**config.mk**
```make
export PLATFORM = sky130hd
export DESIGN_NAME = refresh_sched
export DESIGN_NICKNAME = d
export VERILOG_FILES = /design/src/rtl/refresh_sched_pkg.sv /design/src/rtl/refresh_sched_dp.sv /design/src/rtl/refresh_sched_ctrl.sv /design/src/rtl/refresh_sched.sv
export SDC_FILE = /design/constraint.sdc
export NUM_CORES = 1
export LEC_CHECK = 0
export BUFFER_PORTS_ARGS = -buffer_cell sky130_fd_sc_hd__buf_2
export CAP_MARGIN = 30
export CORE_MARGIN = 8
export CORE_UTILIZATION = 50
export CTS_BUF_LIST = sky130_fd_sc_hd__clkbuf_8 sky130_fd_sc_hd__clkbuf_16
export DETAILED_ROUTE_END_ITERATION = 12
export PLACE_DENSITY = 0.81
export SYNTH_ARGS = -nofsm -noshare
export SYNTH_HDL_FRONTEND = slang
export SYNTH_HIERARCHICAL = 1
export SYNTH_SLANG_ARGS = --single-unit
export TNS_END_PERCENT = 30
```
**constraint.sdc**
```tcl
create_clock -name clk -period 2.6 [get_ports clk]
set_clock_uncertainty 0.05 [all_clocks]
set_input_delay 0.13 -clock clk [delete_from_list [all_inputs] [get_ports clk]]
set_output_delay 0.13 -clock clk [all_outputs]
set_load 0.01 [all_outputs]
```
**src/rtl/refresh_sched_pkg.sv**
```systemverilog
package refresh_sched_pkg;

  // strobes from control to datapath
  typedef struct packed {
    logic tick;            // one refresh falls due this cycle
    logic spacingRestart;  // restart the spacing counter
    logic accept;          // request granted at this edge
  } ctrlStrobes_t;

  // status from datapath to control (all derived from registers)
  typedef struct packed {
    logic periodStart;
    logic periodEnd;
    logic hitSpread;
    logic hitBurst;
    logic quotaDone;
    logic reqLive;
    logic owedAtMax;
  } dpFlags_t;

endpackage

```
**src/rtl/refresh_sched_dp.sv**
```systemverilog
module refresh_sched_dp
  import refresh_sched_pkg::*;
#(
  parameter int REF_PERIOD = 6400000,
  parameter int REF_QUOTA  = 4096,
  parameter int RC_CYCLES  = 7,
  parameter int OWED_MAX   = 8
) (
  input  logic                              clk,
  input  logic                              rstN,
  input  ctrlStrobes_t                      strobes,
  output dpFlags_t                          flags,
  output logic [$clog2(OWED_MAX+1)-1:0]     owedCount
);

  localparam int INTERVAL = REF_PERIOD / REF_QUOTA;
  localparam int SPC_MAX  = (INTERVAL > RC_CYCLES) ? INTERVAL : RC_CYCLES;
  localparam int PER_W    = $clog2(REF_PERIOD);
  localparam int SPC_W    = $clog2(SPC_MAX + 1);
  localparam int GEN_W    = $clog2(REF_QUOTA + 1);
  localparam int GAP_W    = $clog2(RC_CYCLES + 1);
  localparam int OWED_W   = $clog2(OWED_MAX + 1);

  localparam logic [PER_W-1:0]  PER_LAST   = PER_W'(REF_PERIOD - 1);
  localparam logic [SPC_W-1:0]  SPR_LAST   = SPC_W'(INTERVAL - 1);
  localparam logic [SPC_W-1:0]  BRS_LAST   = SPC_W'(RC_CYCLES - 1);
  localparam logic [GEN_W-1:0]  QUOTA_V    = GEN_W'(REF_QUOTA);
  localparam logic [GAP_W-1:0]  GAP_LOAD   = GAP_W'(RC_CYCLES - 1);
  localparam logic [OWED_W-1:0] OWED_TOP   = OWED_W'(OWED_MAX);

  logic [PER_W-1:0]  periodCnt;
  logic [SPC_W-1:0]  spacingCnt;
  logic [GEN_W-1:0]  genCnt;
  logic [GAP_W-1:0]  gapCnt;
  logic [OWED_W-1:0] owedCnt;

  always_comb begin
    flags.periodStart = (periodCnt == '0);
    flags.periodEnd   = (periodCnt == PER_LAST);
    flags.hitSpread   = (spacingCnt == SPR_LAST);
    flags.hitBurst    = (spacingCnt == BRS_LAST);
    flags.quotaDone   = (genCnt == QUOTA_V);
    flags.reqLive     = (owedCnt != '0) && (gapCnt == '0);
    flags.owedAtMax   = (owedCnt == OWED_TOP);
  end

  assign owedCount = owedCnt;

  // refresh period timer, restarts at reset release
  always_ff @(posedge clk or negedge rstN) begin
    if (!rstN)                periodCnt <= '0;
    else if (flags.periodEnd) periodCnt <= '0;
    else                      periodCnt <= periodCnt + 1'b1;
  end

  // spacing between due refreshes
  always_ff @(posedge clk or negedge rstN) begin
    if (!rstN)                       spacingCnt <= '0;
    else if (strobes.spacingRestart) spacingCnt <= '0;
    else                             spacingCnt <= spacingCnt + 1'b1;
  end

  // refreshes generated in the current period
  always_ff @(posedge clk or negedge rstN) begin
    if (!rstN)                genCnt <= '0;
    else if (flags.periodEnd) genCnt <= '0;
    else if (strobes.tick)    genCnt <= genCnt + 1'b1;
  end

  // minimum gap after a grant
  always_ff @(posedge clk or negedge rstN) begin
    if (!rstN)                gapCnt <= '0;
    else if (strobes.accept)  gapCnt <= GAP_LOAD;
    else if (gapCnt != '0)    gapCnt <= gapCnt - 1'b1;
  end

  // owed refreshes, saturating
  always_ff @(posedge clk or negedge rstN) begin
    if (!rstN) owedCnt <= '0;
    else begin
      unique case ({strobes.tick, strobes.accept})
        2'b10:   if (owedCnt != OWED_TOP) owedCnt <= owedCnt + 1'b1;
        2'b01:   owedCnt <= owedCnt - 1'b1;
        default: owedCnt <= owedCnt;
      endcase
    end
  end

  // checker state: cycles since the last grant
  logic [GAP_W-1:0] sinceAcc;
  logic             seenAcc;
  always_ff @(posedge clk or negedge rstN) begin
    if (!rstN) begin
      sinceAcc <= '0;
      seenAcc  <= 1'b0;
    end else if (strobes.accept) begin
      sinceAcc <= '0;
      seenAcc  <= 1'b1;
    end else if (sinceAcc != GAP_LOAD) begin
      sinceAcc <= sinceAcc + 1'b1;
    end
  end

  assert_owed_bound_R8: assert property (@(posedge clk) disable iff (!rstN)
    owedCnt <= OWED_TOP);

  assert_full_hold_R8: assert property (@(posedge clk) disable iff (!rstN)
    (owedCnt == OWED_TOP) && !strobes.accept |=> owedCnt == OWED_TOP);

  assert_retire_R6: assert property (@(posedge clk) disable iff (!rstN)
    strobes.accept && !strobes.tick |=> owedCnt == $past(owedCnt) - 1'b1);

  assert_spacing_R7: assert property (@(posedge clk) disable iff (!rstN)
    strobes.accept && seenAcc |-> sinceAcc == GAP_LOAD);

  assert_quota_R4: assert property (@(posedge clk) disable iff (!rstN)
    genCnt <= QUOTA_V);

endmodule

```
**src/rtl/refresh_sched_ctrl.sv**
```systemverilog
module refresh_sched_ctrl
  import refresh_sched_pkg::*;
(
  input  logic         clk,
  input  logic         rstN,
  input  logic         modeBurst,
  input  logic         refAck,
  input  dpFlags_t     flags,
  output ctrlStrobes_t strobes
);

  logic modeCur;
  logic selBurst;
  logic spaceHit;

  // mode is taken from the input only in the first cycle of a period
  assign selBurst = flags.periodStart ? modeBurst : modeCur;
  assign spaceHit = selBurst ? flags.hitBurst : flags.hitSpread;

  always_ff @(posedge clk or negedge rstN) begin
    if (!rstN) modeCur <= 1'b0;
    else       modeCur <= selBurst;
  end

  always_comb begin
    strobes.spacingRestart = spaceHit || flags.periodEnd;
    strobes.tick           = spaceHit && !flags.quotaDone;
    strobes.accept         = flags.reqLive && refAck;
  end

  assert_mode_latch_R5: assert property (@(posedge clk) disable iff (!rstN)
    !flags.periodStart |=> $stable(modeCur));

endmodule

```
**src/rtl/refresh_sched.sv**
```systemverilog
module refresh_sched
  import refresh_sched_pkg::*;
#(
  parameter int REF_PERIOD = 6400000,
  parameter int REF_QUOTA  = 4096,
  parameter int RC_CYCLES  = 7,
  parameter int OWED_MAX   = 8
) (
  input  logic                          clk,
  input  logic                          rstN,
  input  logic                          modeBurst,
  input  logic                          refAck,
  output logic                          refReq,
  output logic [$clog2(OWED_MAX+1)-1:0] owedCount,
  output logic                          owedFull
);

  ctrlStrobes_t strobes;
  dpFlags_t     flags;

  refresh_sched_ctrl uCtrl (
    .clk       (clk),
    .rstN      (rstN),
    .modeBurst (modeBurst),
    .refAck    (refAck),
    .flags     (flags),
    .strobes   (strobes)
  );

  refresh_sched_dp #(
    .REF_PERIOD (REF_PERIOD),
    .REF_QUOTA  (REF_QUOTA),
    .RC_CYCLES  (RC_CYCLES),
    .OWED_MAX   (OWED_MAX)
  ) uDp (
    .clk       (clk),
    .rstN      (rstN),
    .strobes   (strobes),
    .flags     (flags),
    .owedCount (owedCount)
  );

  assign refReq   = flags.reqLive;
  assign owedFull = flags.owedAtMax;

  assert_req_hold_R6: assert property (@(posedge clk) disable iff (!rstN)
    refReq && !refAck |=> refReq);

  assert_ack_idle_R6: assert property (@(posedge clk) disable iff (!rstN)
    !refReq && refAck |=> owedCount >= $past(owedCount));

endmodule

```
==> impl_metrics.py, run 1 <==
metrics = {
    "worst_setup_path": {
        "startpoint_type": "register",
        "cp.arrival_ns": 3.04,
        "worstSetupPathType": "register to register",
        "r2r-end": "uDp/owedCount[1]",
        "r2r_start": "uDp/periodCnt[2]",
        "cp.required_ns": 2.77,
        "cp_max_fo": 2,
        "r2r_cells": 11,
        "cp-end-kind": "register",
        "r2r_slack_ns": -0.27,
    },
    "clock_tree": {
        "htreeDepth": 2,
        "cts_made_buffers": 5,
        "cts_tree": "done",
        "cts_root_buffer": "clkbuf_8",
        "ctsLongestPathBuffers": 2,
        "cts_sinks": 55,
        "clk_pin_slew_ns": 0.10,
        "clk_latency_ns": 0.32,
    },
    "grt": {
        "grt_max_degree": 32,
        "grt_pass1_wl_mm": 9.89,
        "grt_use_total_pct": 14.4,
        "grt_pass1_vias": 2154,
        "antenna_found_initial": 0,
        "grt_remaining_overflow": 0,
    },
    "synth": {
        "syn_nets": 310,
        "synth_common_cells": "55 x dfrtp_1, 40 x nor2_1, 29 x xnor2_1, 21 x inv_1, 19 x nand3_1",
        "synthCells": 296,
        "synth-warning-count": 6,
        "yosys.area.top_type": "dfrtp_1",
        "synth_area_leaders": "dfrtp_1 48%, xnor2_1 8.9%, nor2_1 5.2%",
        "synthFlopType": "dfrtp_1",
        "synth_cell_types": 39,
        "seq_area_frac_synth_pct": 48.0,
        "synth_async_sr_flop_share_pct": 100,
        "yosys.area.top_type_share_pct": 48.0,
        "yosysMostFrequentCell": "dfrtp_1",
        "synth_edf_count": 0,
        "syn-cell-area_um2": 2870,
        "synth.avg_cell_area_um2": 9.69,
        "synth-seq-cells": 55,
    },
    "sta": {
        "fin_ws_ns": -0.273,
        "maxSlewViolCount": 0,
        "fmax_ghz": 0.348,
        "grt_setup_unrepaired": "yes",
        "setup_tns_ns": -1.42,
        "hold_ws_ns": 0.0928,
        "setup_viol": 11,
        "hold_viol_final": 0,
        "finalCritPeriodShare_pct": 111,
        "layout_min_cycle_time_ns": 2.87,
        "relSlewSlack_pct": 63.6,
        "tightest_slew_ns": 0.541,
    },
    "placement": {
        "gp_congestion": 0.833,
        "pre_cts_ws_ns": -0.155,
        "portBuffers": 9,
        "dpl.hpwl_mm": 4.05,
        "placed_cells": 410,
    },
    "routing": {
        "ant_nets": 0,
        "met2_length_mm": 3.44,
        "drc_errors": 0,
        "drt_wl_total_mm": 6.49,
        "route.layer.met1.wl_mm": 2.80,
        "wl_per_cell_um": 15.3,
        "route.top_layer_used": "met4",
        "drt_pass1_iterations": 4,
        "dr_wl_met3_um": 201,
        "drt-initial-drc-count": 117,
        "vias_per_cell": 5.38,
        "num_vias": 2288,
    },
    "power_and_ir_drop": {
        "power_frac_comb_pct": 31.0,
        "seq_power_share_pct": 45.8,
        "switching_share_pct": 34.1,
        "vdd_drop_max_v": 0.000488,
        "p_per_area_nw_per_um2": 709,
        "pwr-share-clk_pct": 23.2,
        "switchingPower_mw": 0.857,
        "p_leak_nw": 1.62,
        "p_int_mw": 1.66,
    },
    "finish": {
        "fillers": 433,
        "regArea_um2": 1380,
        "multi_input_area_um2": 1490,
        "area_growth_pct": 23.5,
        "antennaDiodeCount": 0,
        "nets": 366,
        "fin_cells": 425,
        "layout-drive-gt1-share_pct": 24.1,
    },
    "outcome": {
        "status": "finished, violations left",
        "violations": "negative setup slack",
    },
    "floorplanning": {
        "die_x_um": 91.8,
        "fp.dieH_um": 91.8,
        "core-area_um2": 5540,
        "ios": 10,
        "dieArea_um2": 8420,
        "initial_core_util_pct": 51.8,
        "rows": 27,
    },
    "min_path": {
        "hp-class": "input pin to asynchronous set/reset pin",
    },
    "flow_run": {
        "max_cap_viol_count": 0,
    },
}
power groups by stage:
| stage | clock network, mW | registers (mW) | logic [mW] |
|---|---|---|---|
| after floorplan | 0 | 1.14 | 0.430 |
| after global placement | 0 | 1.15 | 0.624 |
| after detailed placement | 0 | 1.15 | 0.660 |
| after CTS | 0.592 | 1.14 | 0.684 |
| after global routing | 0.618 | 1.18 | 0.859 |
| final | 0.583 | 1.15 | 0.778 |
what timing repair did:
| item | 4_1_cts | 5_1_grt |
|---|---|---|
| hold buffers | 1 | 0 |
| pin swaps | 1 | 5 |
| hold endpoints to repair | 55 | 0 |
| setup endpoints to repair | 6 | 11 |
| setup buffers | 0 | 6 |
| resized for setup | 4 | 13 |
critical path, cell delays in order (launching register included):
cell and delay (ns):
dfrtp_1 0.42, nor4_2 0.30, nand3_1 0.12, nor3_2 0.24, mux2i_2 0.30, mux2i_1 0.35
nand2b_4 0.21, xnor2_2 0.07, ha_1 0.32, mux2_4 0.28, nand2_2 0.05, o21ai_1 0.06
cell type report:
cell class / instances / area share, %
Clock inverter: 3 / 1.24
Sequential cell: 55 / 38.8
Multi-Input combinational cell: 214 / 42.1
Inverter: 21 / 2.22
Clock buffer: 5 / 1.94
Timing Repair Buffer: 55 / 11.1
Tap cell: 72 / 2.54
metrics by stage:
| stage | instance area (µm²) | power [mW] | utilization, % |
|---|---|---|---|
| 6_report | 3540 | 2.51 | 64.0 |
| 5_1_grt | 3540 | 2.65 | 64.0 |
| 4_1_cts | 3430 | 2.42 | 62.0 |
| 3_5_place_dp | 3290 | 1.81 | 59.4 |
| 3_3_place_gp | 3290 | 1.78 | 59.4 |
| 2_1_floorplan | 2890 | 1.57 | - |
placed cells by master (no fill, tap or decap), types with 2 or more instances in the layout:
cell | synthesis | layout
nor4b_1 | 2 | 2
nor4_1 | 11 | 6
mux2i_1 | 4 | 4
nand2_1 | 13 | 12
buf_4 | 0 | 45
inv_1 | 21 | 21
and3_1 | 3 | 3
a31oi_1 | 2 | 2
nand4_1 | 12 | 12
nor2b_1 | 3 | 3
clkbuf_8 | 0 | 5
nor3_1 | 13 | 8
and2_1 | 3 | 3
nor2_1 | 40 | 39
nand3_1 | 19 | 18
o21ai_1 | 1 | 2
o21ai_0 | 6 | 5
nor3_2 | 1 | 6
xnor2_1 | 29 | 28
xor2_1 | 12 | 12
nor4_2 | 0 | 4
nand2b_1 | 5 | 4
or3_1 | 5 | 5
dfrtp_1 | 55 | 55
buf_2 | 2 | 9
ha_1 | 10 | 10
a21oi_1 | 5 | 5
state kept, by name (all words and copies together) (netlist names):
name / flops
uDp/periodCnt: 23
uDp/gapCnt: 3
uCtrl/modeCur: 1
uDp/spacingCnt: 11
uDp/genCnt: 13
uDp/owedCount: 4
cell families (layout without fill, tap and decap cells):
family / Yosys count / count (layout) / synth area share (%)
compound gates: 19 / 19 / 4.01
xor+xnor: 41 / 41 / 12.5
fa+ha+maj: 10 / 10 / 4.36
flops: 55 / 55 / 48.0
simple gates: 138 / 138 / 25.3
buf+inv: 27 / 84 / 3.62
mux: 6 / 6 / 2.27
worst max path at each step:
stage	from	end	slack [ns]	cells past startpoint
after floorplan	uDp/periodCnt[18]	uDp/owedCount[1]	0.02	11
after global placement	uDp/spacingCnt[8]	uDp/owedCount[1]	-0.02	11
after detailed placement	uDp/spacingCnt[8]	uDp/owedCount[1]	-0.15	11
after CTS	uDp/periodCnt[18]	uDp/owedCount[1]	-0.11	11
after global routing	uDp/periodCnt[2]	uDp/owedCount[1]	-0.40	11
final	uDp/periodCnt[2]	uDp/owedCount[1]	-0.27	11
layer usage:
| layer | track usage [%] | vias to the layer above |
|---|---|---|
| met4 | 4.43 | 0 |
| li1 | - | 1121 |
| met3 | 3.50 | 6 |
| met2 | 24.9 | 47 |
| met5 | 0 | - |
| met1 | 17.3 | 1114 |
(Power assumes the default switching activity.)
==> run 2: changes to the inputs <==
Settings changed: CAP_MARGIN 30 to 20, CORE_UTILIZATION 50 to 55, PLACE_DENSITY 0.81 to 0.87, SYNTH_HIERARCHICAL 1 to default.
==> run 2 against run 1 <==
  * The flow still finishes with violations (negative setup slack)
  * Largest power group unchanged
  * Setup slack lost 0.13 ns
  * Critical path depth grew 4
  * Fmax shrank 4.2%
  * Die area shrank 2.4%
  * Combinational power grew 35%
  * First-iteration DRC count grew 87%
  * Sequential share of layout area shrank 2.1 points
  * Global-route usage grew 3.6 points
  * Final area grew 5.6%
  * Non-clock buffer count grew 8
  * Synthesized cell count grew 9.1%
  * Clock power shrank 18%
  * Highest routed layer unchanged
==> impl_metrics.py, run 2 <==
metrics = {
    "synth": {
        "synthCells": 323,
        "syn-cell-area_um2": 3060,
        "synth-warning-count": 0,
        "synth_compound_area_share_pct": 6.82,
        "synth_area_leaders": "dfrtp_1 45%, nor2_1 4.7%, xnor2_1 4.6%",
        "synth_cell_types": 42,
        "yosys.area.top_type": "dfrtp_1",
        "yosysMostFrequentCell": "dfrtp_1",
        "synthFlopType": "dfrtp_1",
        "synth_common_cells": "55 x dfrtp_1, 38 x nor2_1, 31 x nand2_1, 20 x nand3_1, 16 x xnor2_1",
        "synth_async_sr_flop_share_pct": 100,
        "synth_edf_count": 0,
        "synth_top_family_by_area": "simple AND/OR/NAND/NOR gates",
        "seq_area_frac_synth_pct": 44.9,
        "synthXorXnorAreaFrac_pct": 8.29,
        "synth_adder_area_share_pct": 4.33,
        "syn_nets": 337,
        "synth.avg_cell_area_um2": 9.48,
        "synth-seq-cells": 55,
        "muxShareOfSynthArea_pct": 3.59,
        "synth-simple-area-share_pct": 28.4,
        "yosys.area.top_type_share_pct": 44.9,
    },
    "worst_setup_path": {
        "max_stage_delay_ns": 0.42,
        "crit_buf_inv": 3,
        "crit_chain": "inv_2 -> ha_4 -> nor4b_4 -> nand4_1 -> nor4_2 -> buf_4 -> o41ai_4 -> nand2_4 -> inv_4 -> ha_4 -> a21o_1 -> a21o_1 -> nand2_1 -> or3_1 -> a31oi_1",
        "cp.required_ns": 2.78,
        "r2r_cells": 15,
        "startpoint_type": "register",
        "r2r_start": "uDp.periodCnt[0]",
        "r2r-end": "uDp.owedCount[3]",
        "cp-end-kind": "register",
        "critical-path-top-delay-family": "simple AND/OR/NAND/NOR gates",
        "cp_max_fo": 3,
        "cp.arrival_ns": 3.18,
        "worstSetupPathType": "register to register",
        "r2r_slack_ns": -0.40,
        "slowest_stage": "dfrtp_1",
    },
    "power_and_ir_drop": {
        "switchingPower_mw": 0.955,
        "total_power_mw": 2.64,
        "p_leak_nw": 1.72,
        "pwr-share-clk_pct": 18.1,
        "seq_power_share_pct": 42.3,
        "switching_share_pct": 36.2,
        "p_int_mw": 1.68,
        "vdd_drop_max_v": 0.000710,
        "power_frac_comb_pct": 39.7,
        "p_per_area_nw_per_um2": 704,
    },
    "floorplanning": {
        "ios": 10,
        "initial_core_util_pct": 56.3,
        "die_x_um": 90.6,
        "dieArea_um2": 8210,
        "rows": 27,
        "fp.dieH_um": 90.6,
        "core-area_um2": 5440,
    },
    "grt": {
        "grt_pass1_vias": 2676,
        "grt_remaining_overflow": 0,
        "grt_max_degree": 30,
        "grt_pass1_wl_mm": 12.4,
        "antenna_found_initial": 0,
        "grt_use_total_pct": 18.1,
    },
    "sta": {
        "fin_ws_ns": -0.399,
        "setup_tns_ns": -1.07,
        "grt_setup_unrepaired": "yes",
        "relSlewSlack_pct": 50.0,
        "setup_viol": 4,
        "layout_min_cycle_time_ns": 3.00,
        "hold_ws_ns": 0.0336,
        "fmax_ghz": 0.333,
        "hold_viol_final": 0,
        "maxSlewViolCount": 0,
        "finalCritPeriodShare_pct": 115,
        "tightest_slew_ns": 0.744,
    },
    "routing": {
        "vias_per_cell": 5.89,
        "drt-initial-drc-count": 219,
        "drt_pass1_iterations": 5,
        "ant_nets": 0,
        "num_vias": 2699,
        "wl_per_cell_um": 15.9,
        "drt_wl_total_mm": 7.27,
        "drc_errors": 0,
    },
    "outcome": {
        "violations": "negative setup slack",
        "status": "finished, violations left",
    },
    "finish": {
        "largest_reg_flops": 23,
        "nets": 400,
        "layout_commonest_cell": "dfrtp_1",
        "fin_cells": 458,
        "reg.largest.list": "uDp.periodCnt x23, uDp.genCnt x13, uDp.spacingCnt x11",
        "layout-drive-gt1-share_pct": 23.6,
        "design_area_um2": 3740,
        "final_cell_mix": "55 x dfrtp_1, 53 x buf_4, 38 x nor2_1, 30 x nand2_1, 20 x nand3_1",
        "fillers": 358,
        "regMostFlops": "uDp.periodCnt",
        "antennaDiodeCount": 0,
        "area_growth_pct": 22.3,
        "utilization_pct": 68.9,
    },
    "clock_tree": {
        "ctsLongestPathBuffers": 2,
        "cts_sinks": 55,
        "cts_made_buffers": 5,
        "clk_latency_ns": 0.31,
        "clk_pin_slew_ns": 0.10,
        "cts_root_buffer": "clkbuf_8",
        "htreeDepth": 2,
        "cts_tree": "done",
    },
    "placement": {
        "portBuffers": 9,
        "dpl.hpwl_mm": 5.11,
        "pre_cts_ws_ns": -0.289,
        "postPlaceCellArea_um2": 3560,
        "placed_cells": 446,
        "gp_congestion": 0.989,
    },
    "min_path": {
        "holdPathStages": 3,
        "min-delay-start": "modeBurst",
        "hold_end": "uCtrl.modeCur",
        "hp-class": "input pin to register",
    },
    "flow_run": {
        "max_cap_viol_count": 0,
    },
}
run 2: power by group through the flow:
| stage | Combinational [mW] | Sequential [mW] | Clock, mW |
|---|---|---|---|
| 3_5_place_dp | 0.971 | 1.13 | 0 |
| 6_report | 1.05 | 1.12 | 0.476 |
| 2_1_floorplan | 0.555 | 1.15 | 0 |
| 4_1_cts | 0.981 | 1.11 | 0.483 |
| 5_1_grt | 1.16 | 1.13 | 0.518 |
| 3_3_place_gp | 0.914 | 1.11 | 0 |
run 2: cell families after synthesis:
group	after synthesis
muxes	11
AOI/OAI and AO/OA	34
buffers and inverters	23
and+or+nand+nor	161
xor gates and xnor gates	29
DFF	55
adders and majority gates	10
run 2: timing repair:
| action | CTS | global route |
|---|---|---|
| buffers inserted | 3 | 2 |
| setup endpoints to repair | 19 | 25 |
| hold endpoints to repair | 26 | 0 |
| pin swaps | 5 | 13 |
| hold buffers | 1 | 0 |
| resized for setup | 0 | 12 |
run 2: routing by layer:
layer / GRT usage, % / wire length, µm / vias up
li1: - / - / 1260
met1: 22.1 / 3010 / 1316
met2: 31.1 / 3760 / 89
met3: 3.24 / 274 / 34
met4: 5.83 / 228 / 0
met5: 0 / 0 / -
run 2: worst max path at each step:
stage,startpoint,to,slack (ns),cells after the start
2_1_floorplan,uDp.periodCnt[0],uDp.owedCount[2],-0.37,13
3_3_place_gp,uDp.periodCnt[1],uDp.owedCount[3],-0.15,15
3_5_place_dp,uDp.periodCnt[1],uDp.owedCount[3],-0.29,15
4_1_cts,uDp.periodCnt[1],uDp.owedCount[3],-0.30,15
5_1_grt,uDp.periodCnt[1],uDp.owedCount[2],-0.53,12
6_report,uDp.periodCnt[0],uDp.owedCount[3],-0.40,15
run 2: final cells by class:
type | count | area, µm² | share of cell area [%]
repair buffers | 63 | 453 | 12.1
multi-input cells | 245 | 1680 | 44.7
clock inverters | 1 | 5.00 | 0.134
inverters | 16 | 62.6 | 1.67
clock buffers | 6 | 82.6 | 2.21
well taps | 72 | 90.1 | 2.41
flip-flops and latches | 55 | 1380 | 36.8
run 2: worst register-to-register path, cell delays in order, from the launching register on:
cell	delay (ns)
dfrtp_1	0.42
inv_2	0.10
ha_4	0.14
nor4b_4	0.21
nand4_1	0.23
nor4_2	0.29
buf_4	0.17
o41ai_4	0.07
nand2_4	0.09
inv_4	0.04
ha_4	0.25
a21o_1	0.15
a21o_1	0.15
nand2_1	0.06
or3_1	0.35
a31oi_1	0.17
